File: config.mk
export PLATFORM = sky130hd
export DESIGN_NAME = mdio_frame_master
export DESIGN_NICKNAME = d
export VERILOG_FILES = /design/src/rtl/mdio_pkg.sv /design/src/rtl/mdc_divider.sv /design/src/rtl/mdio_frame_seq.sv /design/src/rtl/mdio_frame_master.sv
export SDC_FILE = /design/constraint.sdc
export NUM_CORES = 1
export LEC_CHECK = 0
export BUFFER_PORTS_ARGS = -buffer_cell sky130_fd_sc_hd__buf_2
export CORE_MARGIN = 4
export CORE_UTILIZATION = 55
export CTS_CLUSTER_DIAMETER = 100
export DETAILED_ROUTE_END_ITERATION = 8
export PLACE_DENSITY = 0.85
export SKIP_CTS_REPAIR_TIMING = 1
export SLEW_MARGIN = 20
export SYNTH_ARGS = -nofsm -noshare
export SYNTH_HDL_FRONTEND = slang
export SYNTH_SLANG_ARGS = --single-unit
File: constraint.sdc
create_clock -name clk_i -period 3.85 [get_ports clk_i]
set_clock_uncertainty 0.15 [all_clocks]
set_input_delay 0.77 -clock clk_i [delete_from_list [all_inputs] [get_ports clk_i]]
set_output_delay 0.77 -clock clk_i [all_outputs]
set_load 0.01 [all_outputs]
File: src/rtl/mdio_pkg.sv
package mdio_pkg;
  localparam int PRE_LEN = 32;
  localparam int OP_LEN  = 4;
  localparam int ADDR_W  = 5;
  localparam int DATA_W  = 16;
  localparam int HDR_LEN = PRE_LEN + OP_LEN + 2 * ADDR_W;
  localparam int WR_LEN  = HDR_LEN + 2 + DATA_W + 2;
  localparam int RD_LEN  = HDR_LEN + DATA_W + 1;
  localparam int FRAME_W = WR_LEN;
  localparam int IDX_W   = $clog2(FRAME_W);
  localparam logic [OP_LEN-1:0] OP_RD = 4'b0110;
  localparam logic [OP_LEN-1:0] OP_WR = 4'b0101;
endpackage

File: src/rtl/mdc_divider.sv
module mdc_divider #(
  parameter int HALF_DIV = 20
) (
  input  logic clk_i,
  input  logic rst_ni,
  input  logic run_i,
  output logic mdc_o,
  output logic rise_o,
  output logic fall_o
);
  localparam int CNT_W = $clog2(HALF_DIV + 1);
  localparam logic [CNT_W-1:0] CNT_MAX = CNT_W'(HALF_DIV - 1);

  logic [CNT_W-1:0] cnt_q;
  logic             mdc_q;
  logic             phase_end;

  assign phase_end = run_i && (cnt_q == CNT_MAX);
  assign rise_o    = phase_end && !mdc_q;
  assign fall_o    = phase_end && mdc_q;
  assign mdc_o     = mdc_q;

  always_ff @(posedge clk_i or negedge rst_ni) begin
    if (!rst_ni) begin
      cnt_q <= '0;
      mdc_q <= 1'b0;
    end else if (!run_i) begin
      cnt_q <= '0;
      mdc_q <= 1'b0;
    end else if (cnt_q == CNT_MAX) begin
      cnt_q <= '0;
      mdc_q <= ~mdc_q;
    end else begin
      cnt_q <= cnt_q + 1'b1;
    end
  end


  cnt_range_chk: assert property (@(posedge clk_i) disable iff (!rst_ni)
    cnt_q <= CNT_MAX);


  idle_low_chk: assert property (@(posedge clk_i) disable iff (!rst_ni)
    !run_i |=> !mdc_q);
endmodule

File: src/rtl/mdio_frame_seq.sv
module mdio_frame_seq
  import mdio_pkg::*;
(
  input  logic              clk_i,
  input  logic              rst_ni,
  input  logic              start_i,
  input  logic              wr_i,
  input  logic [ADDR_W-1:0] phy_addr_i,
  input  logic [ADDR_W-1:0] reg_addr_i,
  input  logic [DATA_W-1:0] wr_data_i,
  input  logic              mdio_i,
  input  logic              rise_i,
  input  logic              fall_i,
  output logic              busy_o,
  output logic              done_o,
  output logic [DATA_W-1:0] rd_data_o,
  output logic              mdio_o,
  output logic              mdio_oe_o
);
  localparam logic [IDX_W-1:0] HDR_IDX = IDX_W'(HDR_LEN);
  localparam logic [IDX_W-1:0] WR_LAST = IDX_W'(WR_LEN - 1);
  localparam logic [IDX_W-1:0] RD_LAST = IDX_W'(RD_LEN - 1);

  logic [FRAME_W-1:0] tx_q;
  logic [FRAME_W-1:0] frame_d;
  logic [IDX_W-1:0]   idx_q;
  logic [IDX_W-1:0]   last_idx;
  logic [DATA_W-1:0]  rx_q;
  logic [DATA_W-1:0]  rd_q;
  logic               busy_q;
  logic               done_q;
  logic               wr_q;

  always_comb begin
    if (wr_i)
      frame_d = {{PRE_LEN{1'b1}}, OP_WR, phy_addr_i, reg_addr_i, 2'b10, wr_data_i, 2'b11};
    else
      frame_d = {{PRE_LEN{1'b1}}, OP_RD, phy_addr_i, reg_addr_i, {(FRAME_W-HDR_LEN){1'b0}}};
  end

  assign last_idx  = wr_q ? WR_LAST : RD_LAST;
  assign busy_o    = busy_q;
  assign done_o    = done_q;
  assign rd_data_o = rd_q;
  assign mdio_o    = tx_q[FRAME_W-1];
  // line released during the read turnaround and data cells
  assign mdio_oe_o = busy_q && (wr_q || (idx_q < HDR_IDX));

  always_ff @(posedge clk_i or negedge rst_ni) begin
    if (!rst_ni) begin
      tx_q   <= '0;
      idx_q  <= '0;
      rx_q   <= '0;
      rd_q   <= '0;
      busy_q <= 1'b0;
      done_q <= 1'b0;
      wr_q   <= 1'b0;
    end else begin
      done_q <= 1'b0;
      if (!busy_q) begin
        if (start_i) begin
          busy_q <= 1'b1;
          wr_q   <= wr_i;
          tx_q   <= frame_d;
          idx_q  <= '0;
        end
      end else begin
        if (rise_i && !wr_q && (idx_q >= HDR_IDX))
          rx_q <= {rx_q[DATA_W-2:0], mdio_i};
        if (fall_i) begin
          if (idx_q == last_idx) begin
            busy_q <= 1'b0;
            done_q <= 1'b1;
            if (!wr_q) rd_q <= rx_q;
          end else begin
            idx_q <= idx_q + 1'b1;
            tx_q  <= {tx_q[FRAME_W-2:0], 1'b0};
          end
        end
      end
    end
  end


  done_pulse_chk: assert property (@(posedge clk_i) disable iff (!rst_ni)
    done_q |=> !done_q);


  busy_start_chk: assert property (@(posedge clk_i) disable iff (!rst_ni)
    (busy_q && start_i) |=> $stable(wr_q));


  rd_hold_chk: assert property (@(posedge clk_i) disable iff (!rst_ni)
    !$stable(rd_q) |-> done_q);
endmodule

File: src/rtl/mdio_frame_master.sv
module mdio_frame_master
  import mdio_pkg::*;
#(
  parameter int HALF_DIV = 20
) (
  input  logic              clk_i,
  input  logic              rst_ni,
  input  logic              start_i,
  input  logic              wr_i,
  input  logic [ADDR_W-1:0] phy_addr_i,
  input  logic [ADDR_W-1:0] reg_addr_i,
  input  logic [DATA_W-1:0] wr_data_i,
  output logic [DATA_W-1:0] rd_data_o,
  output logic              busy_o,
  output logic              done_o,
  output logic              mdc_o,
  output logic              mdio_o,
  output logic              mdio_oe_o,
  input  logic              mdio_i
);
  logic rise_w;
  logic fall_w;

  mdc_divider #(.HALF_DIV(HALF_DIV)) u_div (
    .clk_i  (clk_i),
    .rst_ni (rst_ni),
    .run_i  (busy_o),
    .mdc_o  (mdc_o),
    .rise_o (rise_w),
    .fall_o (fall_w)
  );

  mdio_frame_seq u_seq (
    .clk_i      (clk_i),
    .rst_ni     (rst_ni),
    .start_i    (start_i),
    .wr_i       (wr_i),
    .phy_addr_i (phy_addr_i),
    .reg_addr_i (reg_addr_i),
    .wr_data_i  (wr_data_i),
    .mdio_i     (mdio_i),
    .rise_i     (rise_w),
    .fall_i     (fall_w),
    .busy_o     (busy_o),
    .done_o     (done_o),
    .rd_data_o  (rd_data_o),
    .mdio_o     (mdio_o),
    .mdio_oe_o  (mdio_oe_o)
  );


  data_hold_chk: assert property (@(posedge clk_i) disable iff (!rst_ni)
    mdc_o |-> $stable(mdio_o));


  idle_quiet_chk: assert property (@(posedge clk_i) disable iff (!rst_ni)
    !busy_o |-> (!mdc_o && !mdio_oe_o));


  done_end_chk: assert property (@(posedge clk_i) disable iff (!rst_ni)
    done_o |-> (!busy_o && $past(busy_o)));
endmodule

==> run_results.csv, run 1 <==
group,metric,value,unit
finish,final_nets,624,
finish,multi_input_area,2574,sq um
finish,area_growth,15.05,%
logic_synthesis,seq_area_frac_synth,50.17,%
critical_path,critPathLaunchType,"register",
route,drt-total-wl,13.65,mm
logic_synthesis,synth_area_leader_cell,"dfrtp_1",
route,drc,0,
route,ant_nets,0,
die,die_w,109.7,microns
route,via_count,4773,
power,total_power,3.937,mW
route,routedWlPerCell,18.54,microns
grt,antenna_found_initial,0,
critical_path,r2r.worst_path.cells,6,
cts,cts-root-buf,"clkbuf_8",
placement,io_buffer_count,51,
logic_synthesis,synth_area_leaders,"dfrtp_1, a221oi_1, nor2_1",
die,rows,36,
job,drv_cap,0,
logic_synthesis,yosysTopAreaCellShare,50.17,%
finish,n_antenna_cell,0,
finish,design_area,6543,sq um
route,first_pass_iters,5,
sta,fin_tns_setup,0,ps
die,io_pins,52,
logic_synthesis,syn_nets,593,
finish,layout_common_cells,"dfrtp_1, nor2_1, nand2_1, buf_2, a221oi_1",
outcome,status,"complete, no violations",
cts,cts_sinks,114,
power,p_leak,2.817,nW
sta,fmax,0.3510,GHz
route,drt_iter0_markers,470,
logic_synthesis,synth_cells,559,
cts,cts.clk_slew.worst_paths,50,ps
critical_path,reg2reg_slack,1030,ps
cts,numCtsBuffers,17,
critical_path,r2r-end,"u_seq.tx_q[14]",
logic_synthesis,ys.flop_type,"dfrtp_1",
sta,period_needed,2849,ps
grt,overflow,0,
critical_path,path_class,"reg2out",
critical_path,worst_ep_arrival_time,1930,ps
cts,htreeDepth,4,
placement,dp_hpwl,7.717,mm
sta,grt_setup_unrepaired,"no",
critical_path,cp.required,2930,ps
critical_path,crit_fanout,9,
logic_synthesis,synthArstFlopShare,100.0,%
finish,final_layout_size_suffix_gt1_share,22.55,%
die,die-area,12030,sq um
placement,post_dp_cell_area,5967,sq um
cts,cts_tree,"yes",
critical_path,end_kind,"output pin",
finish,seq_area,2853,sq um
min_path,min_path_type,"in2async",
critical_path,slowest_delay,520,ps
finish,n_fill_cell,710,
die,dieHeight,109.7,microns
sta,setup_viol,0,
finish,final_common_cell,"dfrtp_1",
sta,slew_viol_final,0,
critical_path,cp_slowest_cell,"dfrtp_1",
grt,first_global_vias,4589,
power,ir_drop,0.0003996,V
route,vias_per_cell,6.485,
power,p_per_area,601.8,nW/um^2
grt,grt_max_degree,85,
sta,hold_violations,0,
cts,clkLatencyLatePin,520,ps
logic_synthesis,ys_ff_latch,114,
logic_synthesis,syn_avg_cell_area,10.17,sq um
die,initial_core_util,57.39,%
critical_path,timing.rr.start,"u_seq.idx_q[2]",
grt,grt_pass1_wl,22.73,mm
logic_synthesis,synth-warning-count,0,
sta,max_slew_margin,41.19,%
logic_synthesis,netlist_area,5687,sq um
sta,worst_pin_slew,882.0,ps
sta,fin_crit_sh,74.01,%
logic_synthesis,ys_types,53,
die,coreArea,9910,sq um
grt,grt_use_total,24.37,%
placement,gp_congestion,0.7863,
critical_path,path_cells,"and3_1, o21ai_0, nor2b_1, o21a_1, buf_2",
logic_synthesis,synth_enable_flop_cells,0,
cts,clockBufferDepth,2,
==> cells in the mapped netlist, types with 2 or more instances <==
cell / count
nor4_1: 25
and2_1: 3
buf_2: 18
a21oi_1: 6
ha_1: 3
xnor2_1: 2
nand4_1: 3
inv_1: 5
a22oi_1: 2
nand2_1: 53
a211oi_1: 36
o31ai_1: 18
and4_1: 2
dfrtp_1: 114
o211ai_1: 4
mux2_4: 10
mux2_2: 22
a311oi_1: 2
nor2_1: 82
clkbuf_1: 24
nor3_1: 5
o21ai_0: 4
o22ai_1: 13
a31oi_1: 2
nor2b_1: 3
buf_1: 4
nand2b_1: 15
a221oi_1: 40
o21a_1: 2
buf_4: 6
or4_1: 3
nand3_1: 7
==> report_power, final <==
group | internal [mW] | switching, mW
Clock | 0.956 | 0.518
Sequential | 1.45 | 0.202
Combinational | 0.379 | 0.428
Total | 2.79 | 1.15
==> critical path, delay by kind of cell, from the launching register on <==
family                 cells  cell delay (ps)
buffers and inverters      1              140
AO/OA/AOI/OAI              2              290
flip-flops                 1              520
AND/OR/NAND/NOR            2              470
==> how the worst max path moves through the flow <==
stage,from,to,depth (start not counted)
6_report,u_seq.idx_q[3],mdio_oe_o,5
5_1_grt,u_seq.idx_q[2],u_seq.tx_q[15],6
4_1_cts,u_seq.idx_q[2],mdio_oe_o,5
3_5_place_dp,start_i,u_seq.tx_q[35],6
3_3_place_gp,start_i,u_seq.tx_q[28],6
2_1_floorplan,u_seq.idx_q[0],u_seq.rx_q[10],8
==> registers in the layout (all words and copies together) (netlist names) <==
signal and count:
u_seq.rd_data_o 16, u_seq.busy_o 1, u_div.cnt_q 5, u_seq.tx_q 66, u_seq.rx_q 16, u_seq.wr_q 1
u_seq.done_o 1, u_seq.idx_q 7, u_div.mdc_o 1
==> metal layers <==
metal  vias to the layer above  GRT usage [%]  wire length [microns]
li1                       2153              -                      -
met1                      2352          32.56                   5612
met2                       239          38.23                   6783
met3                        29          5.989                    985
met4                         0          10.15                    264
met5                         -              0                      0
==> per-stage QoR <==
stage,util [%],setup WS [ps],hold slack [ps],std cells
after CTS,65.87,1008,323.0,736
after floorplan,-,1636,288.2,559
after global placement,60.21,1041,306.5,704
after global routing,66.02,833.3,201.0,736
final,66.02,1001,139.4,736
after detailed placement,60.21,992.3,328.5,704
==> logic make-up after synthesis <==
group                    Yosys count  synth area share [%]
adder cells (fa/ha/maj)            3                0.6601
AND/OR/NAND/NOR                  209                 17.62
buffers and inverters             59                 4.972
flip-flops                       114                 50.17
multiplexers                      33                 7.173
XOR/XNOR                           2                0.3081
AO/OA/AOI/OAI                    139                 19.10
==> cell type report <==
cell class,count,share of cell area (%)
sequential,114,43.60
multi-input combinational,386,39.34
clock buffer,28,7.879
timing repair buffer,65,5.603
tap,133,2.544
clock inverter,4,0.6885
inverter,6,0.3442
Note: power is estimated with default switching activity, not from simulation.
==> run 2: changes to the inputs <==
==> constraint.sdc (replaced) <==
create_clock -name clk_i -period 2.89 [get_ports clk_i]
set_clock_uncertainty 0.15 [all_clocks]
set_input_delay 0.578 -clock clk_i [delete_from_list [all_inputs] [get_ports clk_i]]
set_output_delay 0.578 -clock clk_i [all_outputs]
set_load 0.01 [all_outputs]
==> run 2 against run 1 <==
  * Sequential power is 33% higher
  * Wire length up 0.90%
  * Register-to-register slack lost 580 ps
  * Utilization increased by 0.97 points
  * Clock-buffer cell count decreased by 11
  * First-iteration DRC count up 17%
  * Critical path depth unchanged
  * Global-route usage increased by 0.39 points
  * Sequential share of layout area shrank 0.63 points
  * Die area did not move
  * Critical path type unchanged
  * Largest cell class unchanged
==> run_results.csv, run 2 (synthesis gave the netlist of run 1 again) <==
group,metric,value,unit
finish,final_common_cell,"dfrtp_1",
critical_path,r2r.worst_path.cells,6,
finish,n_antenna_cell,0,
finish,area_growth,16.74,%
outcome,status,"complete, no violations",
critical_path,crit_fanout,8,
finish,largest_register_ffs,66,
critical_path,setup.worst_path.start,"u_seq.idx_q[1]",
min_path,min_path_type,"in2reg",
cts,cts-root-buf,"clkbuf_8",
sta,fin_tns_setup,0,ps
sta,hold_violations,0,
die,io_pins,52,
min_path,hold_path_depth,2,
sta,slew_viol_final,0,
power,p_per_area,814.2,nW/um^2
sta,fin_crit_sh,90.18,%
finish,final_layout_size_suffix_gt1_share,24.22,%
cts,cts.clk_slew.worst_paths,60,ps
placement,gp_congestion,0.8079,
die,initial_core_util,57.39,%
cts,clkLatencyLatePin,520,ps
die,dieHeight,109.7,microns
sta,fmax,0.3837,GHz
power,total_power,5.405,mW
cts,clockBufferDepth,2,
critical_path,reg2reg_slack,450,ps
cts,htreeDepth,4,
job,drv_cap,0,
critical_path,critPathLaunchType,"register",
grt,overflow,0,
critical_path,path_class,"reg2out",
sta,period_needed,2606,ps
cts,cts_sinks,114,
sta,setup_viol,0,
critical_path,r2r-end,"u_seq.tx_q[25]",
grt,antenna_found_initial,0,
grt,first_global_vias,4791,
critical_path,worst_ep_arrival_time,1880,ps
placement,dpl.cell_count,711,
route,drc,0,
finish,top_register,"u_seq.tx_q",
min_path,hp-start,"mdio_i",
critical_path,timing.rr.start,"u_seq.idx_q[2]",
finish,layout_common_cells,"dfrtp_1, nor2_1, nand2_1, buf_2, a221oi_1",
cts,numCtsBuffers,17,
die,die_w,109.7,microns
grt,grt_max_degree,61,
grt,grt_use_total,24.76,%
route,vias_per_cell,6.391,
sta,grt_setup_unrepaired,"no",
min_path,hold_end,"u_seq.rx_q[0]",
route,first_pass_iters,5,
placement,dp_hpwl,8.091,mm
route,drt-total-wl,13.77,mm
finish,final_nets,632,
die,die-area,12030,sq um
critical_path,end_kind,"output pin",
placement,io_buffer_count,51,
power,p_leak,2.867,nW
route,via_count,4755,
finish,n_fill_cell,740,
die,rows,36,
sta,whs,146.2,ps
cts,cts_tree,"yes",
critical_path,cp.required,2160,ps
die,coreArea,9910,sq um
route,drt_iter0_markers,549,
power,ir_drop,0.0005255,V
sta,max_slew_margin,67.16,%
finish,fin_cells,744,
sta,worst_pin_slew,492.5,ps
route,ant_nets,0,
route,routedWlPerCell,18.51,microns
grt,grt_pass1_wl,23.31,mm
## run 2: layer usage
metal | vias up | global-route usage, % | share of wire [%]
met4 | 0 | 8.816 | 1.8
met2 | 198 | 40.50 | 50
met5 | - | 0 | 0
met1 | 2365 | 31.56 | 42
li1 | 2169 | - | -
met3 | 23 | 6.988 | 6.2
## run 2: cell type report
type	instances	area [sq um]	share of cell area (%)
Sequential cell	114	2853	42.97
Clock buffer	17	414.1	6.238
Timing Repair Buffer	73	437.9	6.596
Clock inverter	15	182.7	2.752
Inverter	6	22.52	0.3392
Multi-Input combinational cell	386	2562	38.60
Tap cell	133	166.4	2.507
## run 2: worst max path at each step
stage                    endpoint  slack, ps  depth (start not counted)
2_1_floorplan      u_seq.rx_q[10]        680                          8
3_3_place_gp   u_seq.rd_data_o[2]        580                          6
3_5_place_dp   u_seq.rd_data_o[1]        510                          6
4_1_cts                 mdio_oe_o        290                          5
5_1_grt                 mdio_oe_o        190                          5
6_report                mdio_oe_o        280                          5
## run 2: critical path, stage by stage, from the launching register on
cell and delay [ps]:
dfrtp_1 470, and3_1 270, o21ai_0 160, nor2b_1 180
o21a_1 140, buf_2 140
## run 2: per-stage QoR
stage / worst slack (ps) / instance area (sq um) / util [%]
2_1_floorplan: 676.3 / 5687 / -
3_3_place_gp: 580.0 / 6032 / 60.87
3_5_place_dp: 505.1 / 6032 / 60.87
4_1_cts: 285.2 / 6629 / 66.89
5_1_grt: 185.7 / 6639 / 66.99
6_report: 283.8 / 6639 / 66.99
## run 2: report_power, final
group | internal (mW) | switching [mW] | leakage (nW)
clock | 1.32 | 0.779 | 0.281
sequential | 1.94 | 0.278 | 1.30
combinational | 0.510 | 0.583 | 1.28
